### config.mk
export PLATFORM = sky130hd
export DESIGN_NAME = dual_irq_counter
export DESIGN_NICKNAME = d
export VERILOG_FILES = /design/src/rtl/dic_pkg.sv /design/src/rtl/dic_line_filter.sv /design/src/rtl/dic_prescaler.sv /design/src/rtl/dic_core.sv /design/src/rtl/dic_delay.sv /design/src/rtl/dual_irq_counter.sv
export SDC_FILE = /design/constraint.sdc
export NUM_CORES = 1
export LEC_CHECK = 0
export ABC_AREA = 1
export ABC_CLOCK_PERIOD_IN_PS = 2100
export BUFFER_PORTS_ARGS = -buffer_cell sky130_fd_sc_hd__buf_2
export CAP_MARGIN = 0
export CORE_MARGIN = 2
export CORE_UTILIZATION = 50
export DETAILED_ROUTE_END_ITERATION = 6
export GPL_TIMING_DRIVEN = 0
export PLACE_DENSITY_LB_ADDON = 0.05
export SLEW_MARGIN = 20
export SYNTH_ARGS = -nofsm -noshare
export SYNTH_HDL_FRONTEND = slang
export SYNTH_SLANG_ARGS = --single-unit
### constraint.sdc
create_clock -name clk -period 2.1 [get_ports clk]
set_input_delay 0.21 -clock clk [delete_from_list [all_inputs] [get_ports clk]]
set_output_delay 0.21 -clock clk [all_outputs]
set_load 0.1 [all_outputs]
### src/rtl/dic_pkg.sv
package dic_pkg;
  typedef enum logic {
    SRC_LINE  = 1'b0,
    SRC_CYCLE = 1'b1
  } tick_src_e;
endpackage

### src/rtl/dic_line_filter.sv
module dic_line_filter #(
  parameter int LOW_MIN = 3
) (
  input  logic clk,
  input  logic rst_n,
  input  logic line_in,
  output logic tick
);
  localparam int RUN_W = $clog2(LOW_MIN + 1);
  localparam logic [RUN_W-1:0] RUN_MAX = RUN_W'(LOW_MIN);

  logic [RUN_W-1:0] run_q, run_d;

  always_comb begin
    run_d = run_q;
    if (line_in)             run_d = '0;
    else if (run_q != RUN_MAX) run_d = run_q + 1'b1;
  end

  always_ff @(posedge clk or negedge rst_n) begin
    if (!rst_n) run_q <= '0;
    else        run_q <= run_d;
  end

  assign tick = line_in && (run_q == RUN_MAX);

  // a held-high line gives a single event
  assert_single_tick_R7: assert property (@(posedge clk) disable iff (!rst_n)
    tick |=> !tick);
endmodule

### src/rtl/dic_prescaler.sv
module dic_prescaler #(
  parameter int DIV = 4
) (
  input  logic clk,
  input  logic rst_n,
  input  logic restart,
  output logic tick
);
  localparam int PRE_W = $clog2(DIV);
  localparam logic [PRE_W-1:0] LAST = PRE_W'(DIV - 1);

  logic [PRE_W-1:0] pre_q, pre_d;

  always_comb begin
    if (restart)          pre_d = '0;
    else if (pre_q == LAST) pre_d = '0;
    else                  pre_d = pre_q + 1'b1;
  end

  always_ff @(posedge clk or negedge rst_n) begin
    if (!rst_n) pre_q <= '0;
    else        pre_q <= pre_d;
  end

  assign tick = !restart && (pre_q == LAST);

  // no event right after a restart
  assert_restart_gap_R6: assert property (@(posedge clk) disable iff (!rst_n)
    restart |=> !tick);
  assert_tick_spacing_R6: assert property (@(posedge clk) disable iff (!rst_n)
    tick |=> !tick);
endmodule

### src/rtl/dic_core.sv
module dic_core
  import dic_pkg::*;
#(
  parameter int DATA_W = 8
) (
  input  logic              clk,
  input  logic              rst_n,
  input  logic              wr_reload,
  input  logic              wr_ctrl,
  input  logic              wr_ack,
  input  logic              wr_enable,
  input  logic [DATA_W-1:0] wr_data,
  input  logic              cnt_clk,
  output tick_src_e         src,
  output logic              fire
);
  localparam int CNT_W = DATA_W + 1;

  logic [DATA_W-1:0] reload_q, reload_d;
  logic [CNT_W-1:0]  cnt_q, cnt_d;
  logic              pend_q, pend_d;
  logic              en_q, en_d;
  tick_src_e         src_q, src_d;

  always_comb begin
    cnt_d = cnt_q;
    if (cnt_clk) begin
      if (pend_q)          cnt_d = {1'b0, reload_q} + CNT_W'(1);
      else if (cnt_q == '0) cnt_d = {1'b0, reload_q};
      else                 cnt_d = cnt_q - 1'b1;
    end
  end

  always_comb begin
    reload_d = wr_reload ? wr_data : reload_q;
    src_d    = wr_ctrl ? tick_src_e'(wr_data[0]) : src_q;
    pend_d   = wr_ctrl ? 1'b1 : (cnt_clk ? 1'b0 : pend_q);
    en_d     = wr_ack ? 1'b0 : (wr_enable ? 1'b1 : en_q);
  end

  always_ff @(posedge clk or negedge rst_n) begin
    if (!rst_n) begin
      reload_q <= '0;
      cnt_q    <= '0;
      pend_q   <= 1'b0;
      en_q     <= 1'b0;
      src_q    <= SRC_LINE;
    end else begin
      reload_q <= reload_d;
      cnt_q    <= cnt_d;
      pend_q   <= pend_d;
      en_q     <= en_d;
      src_q    <= src_d;
    end
  end

  assign fire = cnt_clk && !pend_q && (cnt_q == CNT_W'(1)) && en_q;
  assign src  = src_q;

  assert_pend_arm_R2: assert property (@(posedge clk) disable iff (!rst_n)
    wr_ctrl |=> pend_q);
  assert_reset_load_R3: assert property (@(posedge clk) disable iff (!rst_n)
    (cnt_clk && pend_q) |=> (cnt_q == ({1'b0, $past(reload_q)} + CNT_W'(1))));
  assert_decrement_R4: assert property (@(posedge clk) disable iff (!rst_n)
    (cnt_clk && !pend_q && cnt_q != '0) |=> (cnt_q == $past(cnt_q) - 1'b1));
  assert_idle_hold_R4: assert property (@(posedge clk) disable iff (!rst_n)
    !cnt_clk |=> $stable(cnt_q));
  assert_ack_disables_R9: assert property (@(posedge clk) disable iff (!rst_n)
    wr_ack |=> !en_q);
endmodule

### src/rtl/dic_delay.sv
module dic_delay #(
  parameter int DELAY = 2
) (
  input  logic clk,
  input  logic rst_n,
  input  logic fire,
  input  logic ack,
  output logic irq_n
);
  logic req_q, req_d;

  generate
    if (DELAY == 0) begin : g_direct
      always_comb begin
        if (ack)       req_d = 1'b0;
        else if (fire) req_d = 1'b1;
        else           req_d = req_q;
      end
    end else begin : g_timed
      localparam int DLY_W = $clog2(DELAY + 1);
      logic [DLY_W-1:0] dly_q, dly_d;

      always_comb begin
        if (ack)               dly_d = '0;
        else if (fire)         dly_d = DLY_W'(DELAY);
        else if (dly_q != '0)  dly_d = dly_q - 1'b1;
        else                   dly_d = dly_q;
        if (ack)                      req_d = 1'b0;
        else if (dly_q == DLY_W'(1))  req_d = 1'b1;
        else                          req_d = req_q;
      end

      always_ff @(posedge clk or negedge rst_n) begin
        if (!rst_n) dly_q <= '0;
        else        dly_q <= dly_d;
      end
    end
  endgenerate

  always_ff @(posedge clk or negedge rst_n) begin
    if (!rst_n) req_q <= 1'b0;
    else        req_q <= req_d;
  end

  assign irq_n = !req_q;

  assert_irq_sticky_R8: assert property (@(posedge clk) disable iff (!rst_n)
    (!irq_n && !ack) |=> !irq_n);
  assert_ack_release_R9: assert property (@(posedge clk) disable iff (!rst_n)
    ack |=> irq_n);
endmodule

### src/rtl/dual_irq_counter.sv
module dual_irq_counter
  import dic_pkg::*;
#(
  parameter int DATA_W    = 8,
  parameter int PRE_DIV   = 4,
  parameter int LOW_MIN   = 3,
  parameter int IRQ_DELAY = 2
) (
  input  logic              clk,
  input  logic              rst_n,
  input  logic              wr_reload,
  input  logic              wr_ctrl,
  input  logic              wr_ack,
  input  logic              wr_enable,
  input  logic [DATA_W-1:0] wr_data,
  input  logic              line_in,
  output logic              irq_n
);
  logic      rst_s1_q, rst_s2_q;
  logic      rst_int_n;
  logic      line_tick, cyc_tick, cnt_clk, fire;
  tick_src_e src;

  // asynchronous assertion, synchronous release
  always_ff @(posedge clk or negedge rst_n) begin
    if (!rst_n) begin
      rst_s1_q <= 1'b0;
      rst_s2_q <= 1'b0;
    end else begin
      rst_s1_q <= 1'b1;
      rst_s2_q <= rst_s1_q;
    end
  end
  assign rst_int_n = rst_s2_q;

  dic_line_filter #(.LOW_MIN(LOW_MIN)) u_line (
    .clk(clk), .rst_n(rst_int_n), .line_in(line_in), .tick(line_tick)
  );

  dic_prescaler #(.DIV(PRE_DIV)) u_pre (
    .clk(clk), .rst_n(rst_int_n), .restart(wr_ctrl), .tick(cyc_tick)
  );

  assign cnt_clk = (src == SRC_CYCLE) ? cyc_tick : line_tick;

  dic_core #(.DATA_W(DATA_W)) u_core (
    .clk(clk), .rst_n(rst_int_n),
    .wr_reload(wr_reload), .wr_ctrl(wr_ctrl), .wr_ack(wr_ack),
    .wr_enable(wr_enable), .wr_data(wr_data),
    .cnt_clk(cnt_clk), .src(src), .fire(fire)
  );

  dic_delay #(.DELAY(IRQ_DELAY)) u_dly (
    .clk(clk), .rst_n(rst_int_n), .fire(fire), .ack(wr_ack), .irq_n(irq_n)
  );
endmodule

* Word level (Yosys, flattened, before mapping)
Cells that the tools add are included. W data, S select, Z words.
Word-level totals: register bits after elaboration 29, output and inout port bits 1, logic and storage cells 52
Operators by class: add/sub/neg operators 5, equality and inequality tests 5, muxes and demuxes 16, reduce and logical (&&, ||, !) cells 15
Operator list (count):
- $mux W9 | 2
- $mux W2 | 7
- $reduce_bool A2 Y1 | 5
- $add A8 B1 Y9 const B | 1
- $eq A9 B1 Y1 const B | 1
- $logic_not A9 Y1 | 1
- $sub A9 B1 Y9 const B | 1
- $mux W1 | 7
- $logic_and A1 B1 Y1 | 5
- $add A2 B1 Y2 const B | 2
- $eq A2 B2 Y1 const B | 2
- $logic_not A1 Y1 | 3
- $reduce_bool A3 Y1 | 1
- $eq A2 B1 Y1 const B | 1
- $ne A2 B2 Y1 const B | 1
- $sub A2 B1 Y2 const B | 1

* Logic depth before layout (Yosys ltp)
Gate-level depths: netlist of run 1.
depth in word-level cells 8, depth in mapped cells 11, gate-level depth less buffers 11

* Modules after synthesis
Synthesis of run 1 repeated with hierarchy kept, for this count alone.
Unflattened totals: cells, all modules 226, area total of the unflattened synthesis 1682.9 µm²
Modules (own cells, without submodules):
- dic_core | instances 1, cells each 174, area each 1253.7 µm²
- dic_delay | instances 1, cells each 21, area each 160.2 µm²
- dic_line_filter | instances 1, cells each 14, area each 108.9 µm²
- dic_prescaler | instances 1, cells each 10, area each 91.3 µm²
- dual_irq_counter | instances 1, cells each 7, area each 68.8 µm²

* Least setup slack after synthesis of run 1
OpenSTA, ideal clock, no wires.
kind register to register, start register u_core.cnt_q[0], end register u_core.cnt_q[0], setup time 0.122 ns, arrival 1.292 ns, data required time 1.978 ns, slack 0.686 ns, cell stages (with the launch flop) 11, cells stage by stage dfrtp_1 > inv_1 > ha_1 > nand2_1 > nor2_1 > nand2_2 > buf_6 > o21ai_1 > nand2_1 > nand2_1 > o21ai_1
On the way: longest elaborated chain between the ends 3
RTL lines:
- start, declared | line dic_core.sv:20 | logic [CNT_W-1:0] cnt_q, cnt_d;
- start signal, assigned | line dic_core.sv:50 | cnt_q <= cnt_d;
- $sub A9 B1 Y9 / $logic_not A9 Y1 (equally long branches) | line dic_core.sv:30, dic_core.sv:29
- $mux W9 * | line dic_core.sv:29 | else if (cnt_q == '0) cnt_d = {1'b0, reload_q};
- $mux W9 * | line dic_core.sv:28 | if (pend_q) cnt_d = {1'b0, reload_q} + CNT_W'(1);
Mark *: on every way between the ends. The rest lies on a longest branch, timed or not. A chain may end at the register's enable or synchronous reset.

* Worst setup path in the final report of run 1
Same ends and word-level chain as after synthesis.

==> out/metrics.yaml, run 1 <==
reg2reg_depth: 10
initial_core_util_pct: 51.4
cts_buffers: 5
skew_ns: 0.00641
clock_latency_ns: 0.33
grtUsageTotal_pct: 20.2
ys_types: 29
viasPerCell: 5.05
tightestPinTransition_ns: 0.578
place_inst: 282
synth_nets: 244
synth_edf_count: 0
grt_start_max_net_pins: 28
hold-path-cell-count: 2
final-setup-viol-count: 0
peakVddDrop_v: 0.000485
maxCapViolCount: 0
seq_area_frac_synth_pct: 43.0
hold_viol: 0
cp_cell_sequence: "inv_1, ha_1, nand2_1, nor2_1, nand2_2, buf_6, o21ai_1, nand2_1, nand2_1, o21ai_1"
power_uw: 1890
clock.fmax_ghz: 0.634
core-area_um2: 3280
cp_top_family: "flip-flops"
die_h_um: 62.1
grt_setup_unrepaired: "no"
cts_max_level: 2
status: "finished clean"
antenna_found_initial: 0
die_area_um2: 3860
synth_mux_area_share_pct: 1.33
worst-path-stages: 10
wl_um: 3440
antenna_cells: 0
synth_top_family_by_area: "simple AND/OR/NAND/NOR gates"
ant_nets: 0
remaining_drc_errors: 0
final_nets: 267
wl_per_cell_um: 11.8
crit_arrival_ns: 1.80
vias: 1469
critPathBufInv: 2
tns_ns: 0
cts_setup_buffers: 0
hold_path.class: "in2reg"
p_leak_uw: 0.000974
ios: 16
cp_max_fo: 10
syn_area_per_cell_um2: 7.64
cts_resized: 0
dpl-instance-area_um2: 1820
yosysTopAreaCellShare_pct: 43.0
path_clk_slew_ns: 0.09
yosys.area_share.xor_xnor_pct: 1.56
synthArstFlopShare_pct: 100
fin_crit_ns: 1.58
synth_cells: 221
cp_common_cell: "nand2_1"
cts_tree: "yes"
grt_pass1_wl_um: 6260
areaGrowthSynthToFinish_pct: 11.6
power_density_nw_per_um2: 1000
synth_area_um2: 1690
gr-total-overflow: 0
netlist_top_cells_area: "dfrtp_1 43%, nand2_1 11%, inv_1 6.4%"
path_class: "reg2reg"
relSlewSlack_pct: 61.5
synth-simple-area-share_pct: 27.1
ys_seq_elements: 29
dr.pass1.iters: 4
clock_path_buffers: 2
clock-root-buffer: "clkbuf_4"
synthAdderAreaFrac_pct: 5.93
slew_viol_final: 0
stdcell_count: 291
portBuffers: 15
first_global_vias: 1377
die_w_um: 62.1
dp_hpwl_um: 2620
yosys_warnings: 0
slowest_delay_ns: 0.42
rows: 21
yosysTopAreaCell: "dfrtp_1"
setup.worst_path.end_class: "flip-flop"
cpMaxStageDelayCell: "dfrtp_1"
synth_compound_area_share_pct: 12.1
fin_crit_sh_pct: 75.1
crit_path_start_kind: "flip-flop"
cp.required_ns: 2.32
gp_congestion: 0.869
final_area_um2: 1880
clock-sinks: 29
cts_hold_buf: 1
synth-main-ff-cell: "dfrtp_1"
drive_gt1_share_pct: 15.1
drt_iter0_drc: 45
==> cell usage in the layout, fill, tap and decap left out, drive strengths merged, types with 2 or more instances in the layout <==
master	netlist	final
ha	8	8
buf	3	18
a21oi	13	13
clkbuf	1	7
o21ai	20	20
mux2	2	2
o211ai	2	2
dfrtp	29	29
clkinv	1	3
nand2	52	52
nand4	4	4
nor2	26	26
inv	30	30
nor3	2	2
nand3	22	22
xor2	2	2
==> per-layer routing <==
layer,GRT usage (%),part of all wire (%),up-vias
met2,34.1,49,40
met1,25.5,45,663
met3,5.80,4.6,6
met5,0,0,-
met4,5.83,1.4,0
li1,-,-,760
==> state kept, by name, indices dropped and copies added, names as in the netlist <==
| signal | flops |
|---|---|
| u_line.run_q | 2 |
| u_pre.pre_q | 2 |
| rst_int_n | 1 |
| u_dly.g_timed.dly_q | 2 |
| u_core.en_q | 1 |
| rst_s1_q | 1 |
| u_core.src | 1 |
| u_dly.req_q | 1 |
| u_core.cnt_q | 9 |
| u_core.pend_q | 1 |
| u_core.reload_q | 8 |
==> cell type report <==
cell class              instances  area [µm²]
clock buffers                   6        41.3
fillers                       327        1400
flip-flops and latches         29         727
plain buffers                   4        30.0
repair buffers                 16        85.1
inverters                      31         118
well taps                      46        57.6
multi-input cells             157         816
clock inverters                 2        10.0
==> kinds of logic (layout without fill, tap and decap cells) <==
group	count (synthesis)	count (layout)
muxes	2	2
adders and majority gates	8	8
and+or+nand+nor	107	107
AOI/OAI and AO/OA	36	36
xor gates and xnor gates	3	3
buffers and inverters	35	59
other	1	1
DFF	29	29
==> worst paths after layout <==
path	start	endpoint	slack (ns)
setup / recovery	u_core.cnt_q[0]	u_core.cnt_q[0]	0.52
max in group asynchronous	rst_int_n	u_core.reload_q[3]	1.45
hold / removal	wr_ctrl	u_pre.pre_q[1]	0.04
hold reg to reg	rst_int_n	u_core.cnt_q[7]	0.27
min in group asynchronous	rst_n	rst_int_n	0.18
setup reg to reg	u_core.cnt_q[0]	u_core.cnt_q[0]	0.52
==> synthesized netlist by cell type, types with 2 or more instances <==
master / number
a21oi_1: 11
mux2_2: 2
nor3_1: 2
nor2_1: 25
o21ai_0: 17
xor2_1: 2
dfrtp_1: 29
o21ai_1: 2
nand4_1: 4
nand2_1: 50
nand3_1: 21
ha_1: 8
nand2_2: 2
inv_1: 29
buf_4: 2
o211ai_1: 2
==> worst register-to-register path, cell delays in order, from the launching register on <==
cell     delay [ns]
dfrtp_1        0.42
inv_1          0.13
ha_1           0.18
nand2_1        0.06
nor2_1         0.12
nand2_2        0.11
buf_6          0.16
o21ai_1        0.12
nand2_1        0.06
nand2_1        0.06
o21ai_1        0.06
==> power breakdown <==
part / total [µW] / switching [µW] / internal, µW
sequential: 854 / 153 / 701
clock: 318 / 191 / 127
combinational: 713 / 446 / 267
==> per-stage QoR <==
step	setup slack (ns)	util, %	hold WS (ns)
finish	0.523	57.4	0.0441
global route	0.422	57.4	0.0278
CTS	0.528	57.3	0.0353
detailed placement	0.543	55.5	-0.00307
global placement	0.575	55.5	-0.00593
floorplan	0.686	-	-0.0856
Power figures use the tool's default switching activity.
==> run 2: changes to the inputs <==
--- a/config.mk
+++ b/config.mk
@@ -5,8 +5,8 @@
 export SDC_FILE = /design/constraint.sdc
 export NUM_CORES = 1
 export LEC_CHECK = 0
-export ABC_AREA = 1
-export ABC_CLOCK_PERIOD_IN_PS = 2100
+export ABC_AREA = 0
+export ABC_CLOCK_PERIOD_IN_PS = 1600
 export BUFFER_PORTS_ARGS = -buffer_cell sky130_fd_sc_hd__buf_2
 export CAP_MARGIN = 0
 export CORE_MARGIN = 2
==> constraint.sdc (replaced) <==
create_clock -name clk -period 1.6 [get_ports clk]
set_input_delay 0.16 -clock clk [delete_from_list [all_inputs] [get_ports clk]]
set_output_delay 0.16 -clock clk [all_outputs]
set_load 0.1 [all_outputs]
==> run 2 against run 1 <==
Compared with the run above:
- sequential cell count unchanged
- the flow now finishes with violations (negative setup slack)
- global-route usage is 0.94 points higher
- total power up 60%
- largest power group is now combinational cells
- area after synthesis shrank 3.3%
- clock-buffer cell count up 1
- sequential share of layout area down 2.3 points
- critical endpoint is now u_core.cnt_q[1]
- via count is 7.6% lower
- highest routed layer unchanged
- routed wire length grew 1.8%
- critical path type unchanged
- critical path depth decreased by 3
- sequential power increased by 28%
==> out/metrics.yaml, run 2 <==
fin_crit_sh_pct: 119
setup.worst_path.end_class: "flip-flop"
clock-root-buffer: "clkbuf_4"
regArea_um2: 728
antenna_cells: 0
vias: 1358
top_register: "u_core.cnt_q"
die_area_um2: 3740
cts_buffers: 5
seq_area_frac_synth_pct: 44.4
die_w_um: 61.2
syn_area_per_cell_um2: 9.90
violations: "negative setup slack"
slew_viol_final: 0
relSlewSlack_pct: 60.3
path_class: "reg2reg"
first_global_vias: 1316
yosysMostFrequentCell: "dfrtp_1"
synth_area_um2: 1630
dp_hpwl_um: 2470
slowest_delay_ns: 0.46
synth_nets: 188
cp_cell_sequence: "inv_2, ha_4, or4b_4, buf_8, or3_1, a21oi_1, o22ai_1"
synthArstFlopShare_pct: 100
drt_iter0_drc: 48
reg_top3: "u_core.cnt_q: 9 flops, u_core.reload_q: 8 flops"
portBuffers: 14
synth_edf_count: 0
largest_reg_flops: 9
path_clk_slew_ns: 0.09
grtUsageTotal_pct: 21.2
final_cell_mix: "27 x dfrtp_1, 16 x buf_2, 12 x nor2_1"
cp.required_ns: 1.78
hold_viol: 0
areaGrowthSynthToFinish_pct: 22.7
viasPerCell: 5.63
wl_um: 3500
skew_ns: 0.00578
status: "finished, violations left"
yosysTopAreaCell: "dfrtp_1"
crit_path_start_kind: "flip-flop"
cp_max_fo: 9
grt_start_max_net_pins: 28
netlist_top_cells_area: "dfrtp_1 44%, mux2_2 6.9%, ha_1 6.1%"
cpMaxStageDelayCell: "or4b_4"
ys_types: 45
cts_max_level: 2
setup.worst_path.start: "u_core.cnt_q[0]"
nFillCells: 260
synth_cells: 165
gr-total-overflow: 0
maxCapViolCount: 0
wl_per_cell_um: 14.5
antenna_found_initial: 0
clock.fmax_ghz: 0.527
core-area_um2: 3080
layout_commonest_cell: "dfrtp_1"
gp_congestion: 0.816
crit_end: "u_core.cnt_q[1]"
crit_arrival_ns: 2.08
cts_tree: "yes"
drive_gt1_share_pct: 31.0
clock_path_buffers: 2
ios: 16
yosys_warnings: 0
timing.rr.end: "u_core.cnt_q[1]"
tightestPinTransition_ns: 0.596
remaining_drc_errors: 0
yosysTopAreaCellShare_pct: 44.4
peakVddDrop_v: 0.000646
final-setup-viol-count: 10
synth_commonest_cells: "29 x dfrtp_1, 13 x nor2_1, 11 x nor3_1, 10 x mux2_2, 10 x nand2_1"
grt_setup_unrepaired: "yes"
r2r_slack_ns: -0.30
hold_path.class: "in2reg"
reg2reg_depth: 7
clock-sinks: 29
power_uw: 3020
clock_latency_ns: 0.31
setup_slack_ns: -0.296
p_leak_uw: 0.000837
synth-main-ff-cell: "dfrtp_1"
initial_core_util_pct: 53.1
final_nets: 219
fin_crit_ns: 1.90
ant_nets: 0
timing.rr.start: "u_core.cnt_q[0]"
die_h_um: 61.2
rows: 20
pre_cts_ws_ns: -0.346
grt_pass1_wl_um: 5880
power_density_nw_per_um2: 1500
dr.pass1.iters: 4
multiInputGateArea_um2: 917
ys_seq_elements: 29
## run 2: repair_timing
action / CTS / global route
pin swaps: 1 / 1
endpoints found under the hold margin: 2 / 1
setup endpoints to repair: 11 / 11
hold buffers: 1 / 1
setup buffers: 5 / 3
gates resized for setup: 5 / 9
## run 2: layout make-up
type	count	area share (%)
buffer	6	2.00
clock buffer	7	2.74
clock inverter	1	1.50
inverter	8	1.50
multi-input combinational	122	45.7
sequential	29	36.3
tap	44	2.74
timing repair buffer	24	7.49
## run 2: kinds of logic (layout without fill, tap and decap cells)
group	count (synthesis)	after routing	share of synthesized area (%)
simple gates	55	55	17.3
compound gates	39	39	16.8
flops	29	29	44.4
buf+inv	14	46	3.37
mux	11	11	7.50
fa+ha+maj	8	8	6.13
xor+xnor	8	8	4.29
other cells	1	1	0.229
## run 2: how the worst min path moves through the flow
stage	to	cells after the start	start	slack, ns
after floorplan	rst_int_n	0	rst_n	-0.14
after global placement	rst_int_n	1	rst_n	-0.06
after detailed placement	rst_int_n	1	rst_n	-0.05
after CTS	u_line.run_q[1]	2	line_in	0.006
after global routing	u_line.run_q[0]	2	line_in	0.008
final	u_line.run_q[0]	2	line_in	0.03
## run 2: critical path: cells and delay by family, from the launching register on
family | cells | cell delay [ns]
AND/OR/NAND/NOR | 2 | 0.76
buffers and inverters | 2 | 0.25
adder cells (fa/ha/maj) | 1 | 0.14
AO/OA/AOI/OAI | 2 | 0.23
flip-flops | 1 | 0.40
## run 2: metrics by stage
stage	hold slack (ns)	setup TNS, ns	instance area [µm²]	utilization, %	cells
2_1_floorplan	-0.136	-1.58	1680	-	165
3_3_place_gp	-0.0553	-2.59	1810	58.7	223
3_5_place_dp	-0.0543	-2.79	1810	58.7	223
4_1_cts	0.00612	-2.31	1950	63.4	237
5_1_grt	0.00792	-2.94	2010	65.2	241
6_report	0.0270	-2.22	2010	65.2	241
## run 2: routing by layer
metal  GRT usage [%]  wire [µm]
met1            28.4       1620
met2            35.4       1700
met3            3.99        175
met4            5.59         10
met5               0          0
## run 2: power by group
| group | switching, µW | leakage [µW] | internal (µW) |
|---|---|---|---|
| Clock | 244 | 0.0000455 | 373 |
| Combinational | 687 | 0.000441 | 620 |
| Sequential | 181 | 0.000351 | 912 |
| Total | 1110 | 0.000837 | 1910 |
==> run 3: changes to the inputs <==
--- a/config.mk
+++ b/config.mk
@@ -17,4 +17,5 @@
 export SLEW_MARGIN = 20
 export SYNTH_ARGS = -nofsm -noshare
 export SYNTH_HDL_FRONTEND = slang
+export SYNTH_HIERARCHICAL = 1
 export SYNTH_SLANG_ARGS = --single-unit
==> run 3 against run 2 <==
Compared with the run above:
- design area is 3.6% higher
- first-iteration DRC count increased by 110%
- clock power down 7.5%
- the flow still finishes with violations (negative setup slack)
- worst setup slack lost 0.020 ns
- synthesized cell count down 9.1%
- fmax shrank 1.0%
- utilization increased by 3.5 points
- combinational power increased by 5%
==> out/metrics.yaml, run 3 <==
status: "finished, violations left"
violations: "negative setup slack"
netlist_top_cells_area: "dfrtp_1 46%, mux2_2 5.8%, ha_1 5.6%"
die_w_um: 60.0
die_h_um: 60.0
synth_edf_count: 0
rows: 20
synthAdderAreaFrac_pct: 5.59
yosysMostFrequentCell: "dfrtp_1"
power_density_nw_per_um2: 1470
multiInputGateArea_um2: 911
critPathBufInv: 0
drt_iter0_drc: 101
cts_buffers: 5
portBuffers: 14
final_area_um2: 2080
grt_pass1_wl_um: 5850
clkPwrFrac_pct: 18.7
clock_path_buffers: 2
ant_nets: 0
yosys_warnings: 6
remaining_drc_errors: 0
final_nets: 211
pre_cts_ws_ns: -0.562
ys_types: 44
cp.required_ns: 1.83
tightestPinTransition_ns: 0.581
yosysTopAreaCell: "dfrtp_1"
skew_ns: 0.00767
p_int_uw: 1940
maxCapViolCount: 0
switching_share_pct: 36.4
antenna_found_initial: 0
gp_congestion: 0.786
cp_max_fo: 3
yosys.area_share.xor_xnor_pct: 5.03
top_register: "u_core/cnt_q"
largest_reg_flops: 9
final_cell_mix: "26 x dfrtp_1, 15 x buf_2, 13 x buf_4"
pwr-share-seq_pct: 36.1
antenna_cells: 0
peakVddDrop_v: 0.000719
initial_core_util_pct: 51.7
first_global_vias: 1235
relSlewSlack_pct: 61.3
synth_cells: 150
path_class: "reg2reg"
synthArstFlopShare_pct: 100
clock.fmax_ghz: 0.522
path_clk_slew_ns: 0.09
tns_ns: -1.56
power_frac_comb_pct: 45.2
p_leak_uw: 0.000902
grt_start_max_net_pins: 28
areaGrowthSynthToFinish_pct: 32.7
layout_commonest_cell: "dfrtp_1"
cp_top_family: "simple AND/OR/NAND/NOR gates"
reg_top3: "u_core/cnt_q: 9 flops, u_core/reload_q: 8 flops"
crit_path_start_kind: "flip-flop"
dr.pass1.iters: 4
cpMaxStageDelayCell: "or4_4"
die_area_um2: 3600
synth_mux_area_share_pct: 8.63
synth-simple-area-share_pct: 16.7
clock_latency_ns: 0.34
hold_viol: 0
synth_area_um2: 1570
slew_viol_final: 0
syn_area_per_cell_um2: 10.4
setup_slack_ns: -0.316
synth_nets: 172
grtUsageTotal_pct: 22.8
dpl-instance-area_um2: 1690
final-setup-viol-count: 10
switching_power_uw: 1110
synth_commonest_cells: "29 x dfrtp_1, 13 x nor2_1, 9 x inv_1, 8 x mux2_2"
hold_path.class: "in2reg"
viasPerCell: 5.48
nFillCells: 246
slowest_delay_ns: 0.54
wl_per_cell_um: 14.4
regArea_um2: 729
synth_top_family_by_area: "simple AND/OR/NAND/NOR gates"
wl_um: 3360
vias: 1276
ios: 16
setup.worst_path.end_class: "flip-flop"
clock-sinks: 29
yosysTopAreaCellShare_pct: 46.3
synth-main-ff-cell: "dfrtp_1"
synth_compound_area_share_pct: 14.1
grt_setup_unrepaired: "yes"
cts_tree: "yes"
clock-root-buffer: "clkbuf_4"
core-area_um2: 3030
cts_max_level: 2
fin_crit_sh_pct: 120
fin_crit_ns: 1.92
cp_cell_sequence: "or4_4, or3_4, a221o_1, a22o_1"
dp_hpwl_um: 2180
gr-total-overflow: 0
seq_area_frac_synth_pct: 46.3
crit_arrival_ns: 2.15
ys_seq_elements: 29
drive_gt1_share_pct: 40.7
run 3: cell types whose count changed in the layout (fill, tap and decap cells not counted), moves of 3 or more:
| cell | delta |
|---|---|
| o21a_1 | -3 |
| buf_4 | +5 |
| o21ai_2 | -3 |
| nor3_1 | -8 |
| nand2_1 | -5 |
| a21oi_1 | -3 |
run 3: kinds of logic after synthesis:
logic type	Yosys count
DFF	29
other	1
buffers and inverters	14
muxes	12
xor gates and xnor gates	9
and+or+nand+nor	48
adders and majority gates	7
AOI/OAI and AO/OA	30
run 3: worst paths after layout:
kind,cells after the start,slack (ns),startpoint,to
worst min register to register,0,0.27,rst_int_n,u_core/reload_q[0]
worst max-delay path,4,-0.32,u_core/cnt_q[6],u_core/cnt_q[2]
worst max register to register,4,-0.32,u_core/cnt_q[6],u_core/cnt_q[2]
max in group asynchronous,0,0.92,rst_int_n,u_core/cnt_q[3]
min in group asynchronous,2,0.13,rst_n,rst_s1_q
worst min-delay path,2,0.01,wr_ack,u_dly/g_timed.dly_q[0]
run 3: metrics by stage:
step,hold WS (ns),power [µW],util [%],instances
floorplan,-0.136,1790,-,150
global placement,-0.0554,1940,55.9,208
detailed placement,-0.0499,1990,55.9,208
CTS,0.0101,2960,66.7,232
global route,0.0116,3270,68.6,233
finish,0.0145,3050,68.6,233
run 3: worst reg2reg max path, cell delays in order (launching register included):
cell and delay (ns):
dfrtp_1 0.40, or4_4 0.54, or3_4 0.35, a221o_1 0.32, a22o_1 0.20
run 3: power by group through the flow:
stage	clock [µW]	sequential (µW)	combinational, µW
after floorplan	0	1070	720
after global placement	0	1110	830
after detailed placement	0	1130	861
after CTS	582	1090	1290
after global routing	623	1130	1520
final	571	1100	1380
run 3: per-layer routing:
layer | vias up | track usage, % | part of all wire (%)
met5 | - | 0 | 0
met4 | 0 | 10.8 | 2.3
met3 | 12 | 5.63 | 5.1
met2 | 38 | 33.9 | 45
met1 | 609 | 31.1 | 47
li1 | 617 | - | -
run 3: timing repair:
action,4_1_cts,5_1_grt
resized for setup,26,9
setup buffers,15,2
pin swaps,11,6
endpoints found under the hold margin,4,0
cloned,1,0
setup endpoints to repair,11,11
hold buffers,2,0
run 3: final cells by class:
type	instances	share of cell area, %
buffer	4	1.26
clock buffer	5	1.81
clock inverter	2	1.69
inverter	9	1.63
multi-input combinational	107	43.8
sequential	29	35.1
tap	44	2.65
timing repair buffer	33	12.0
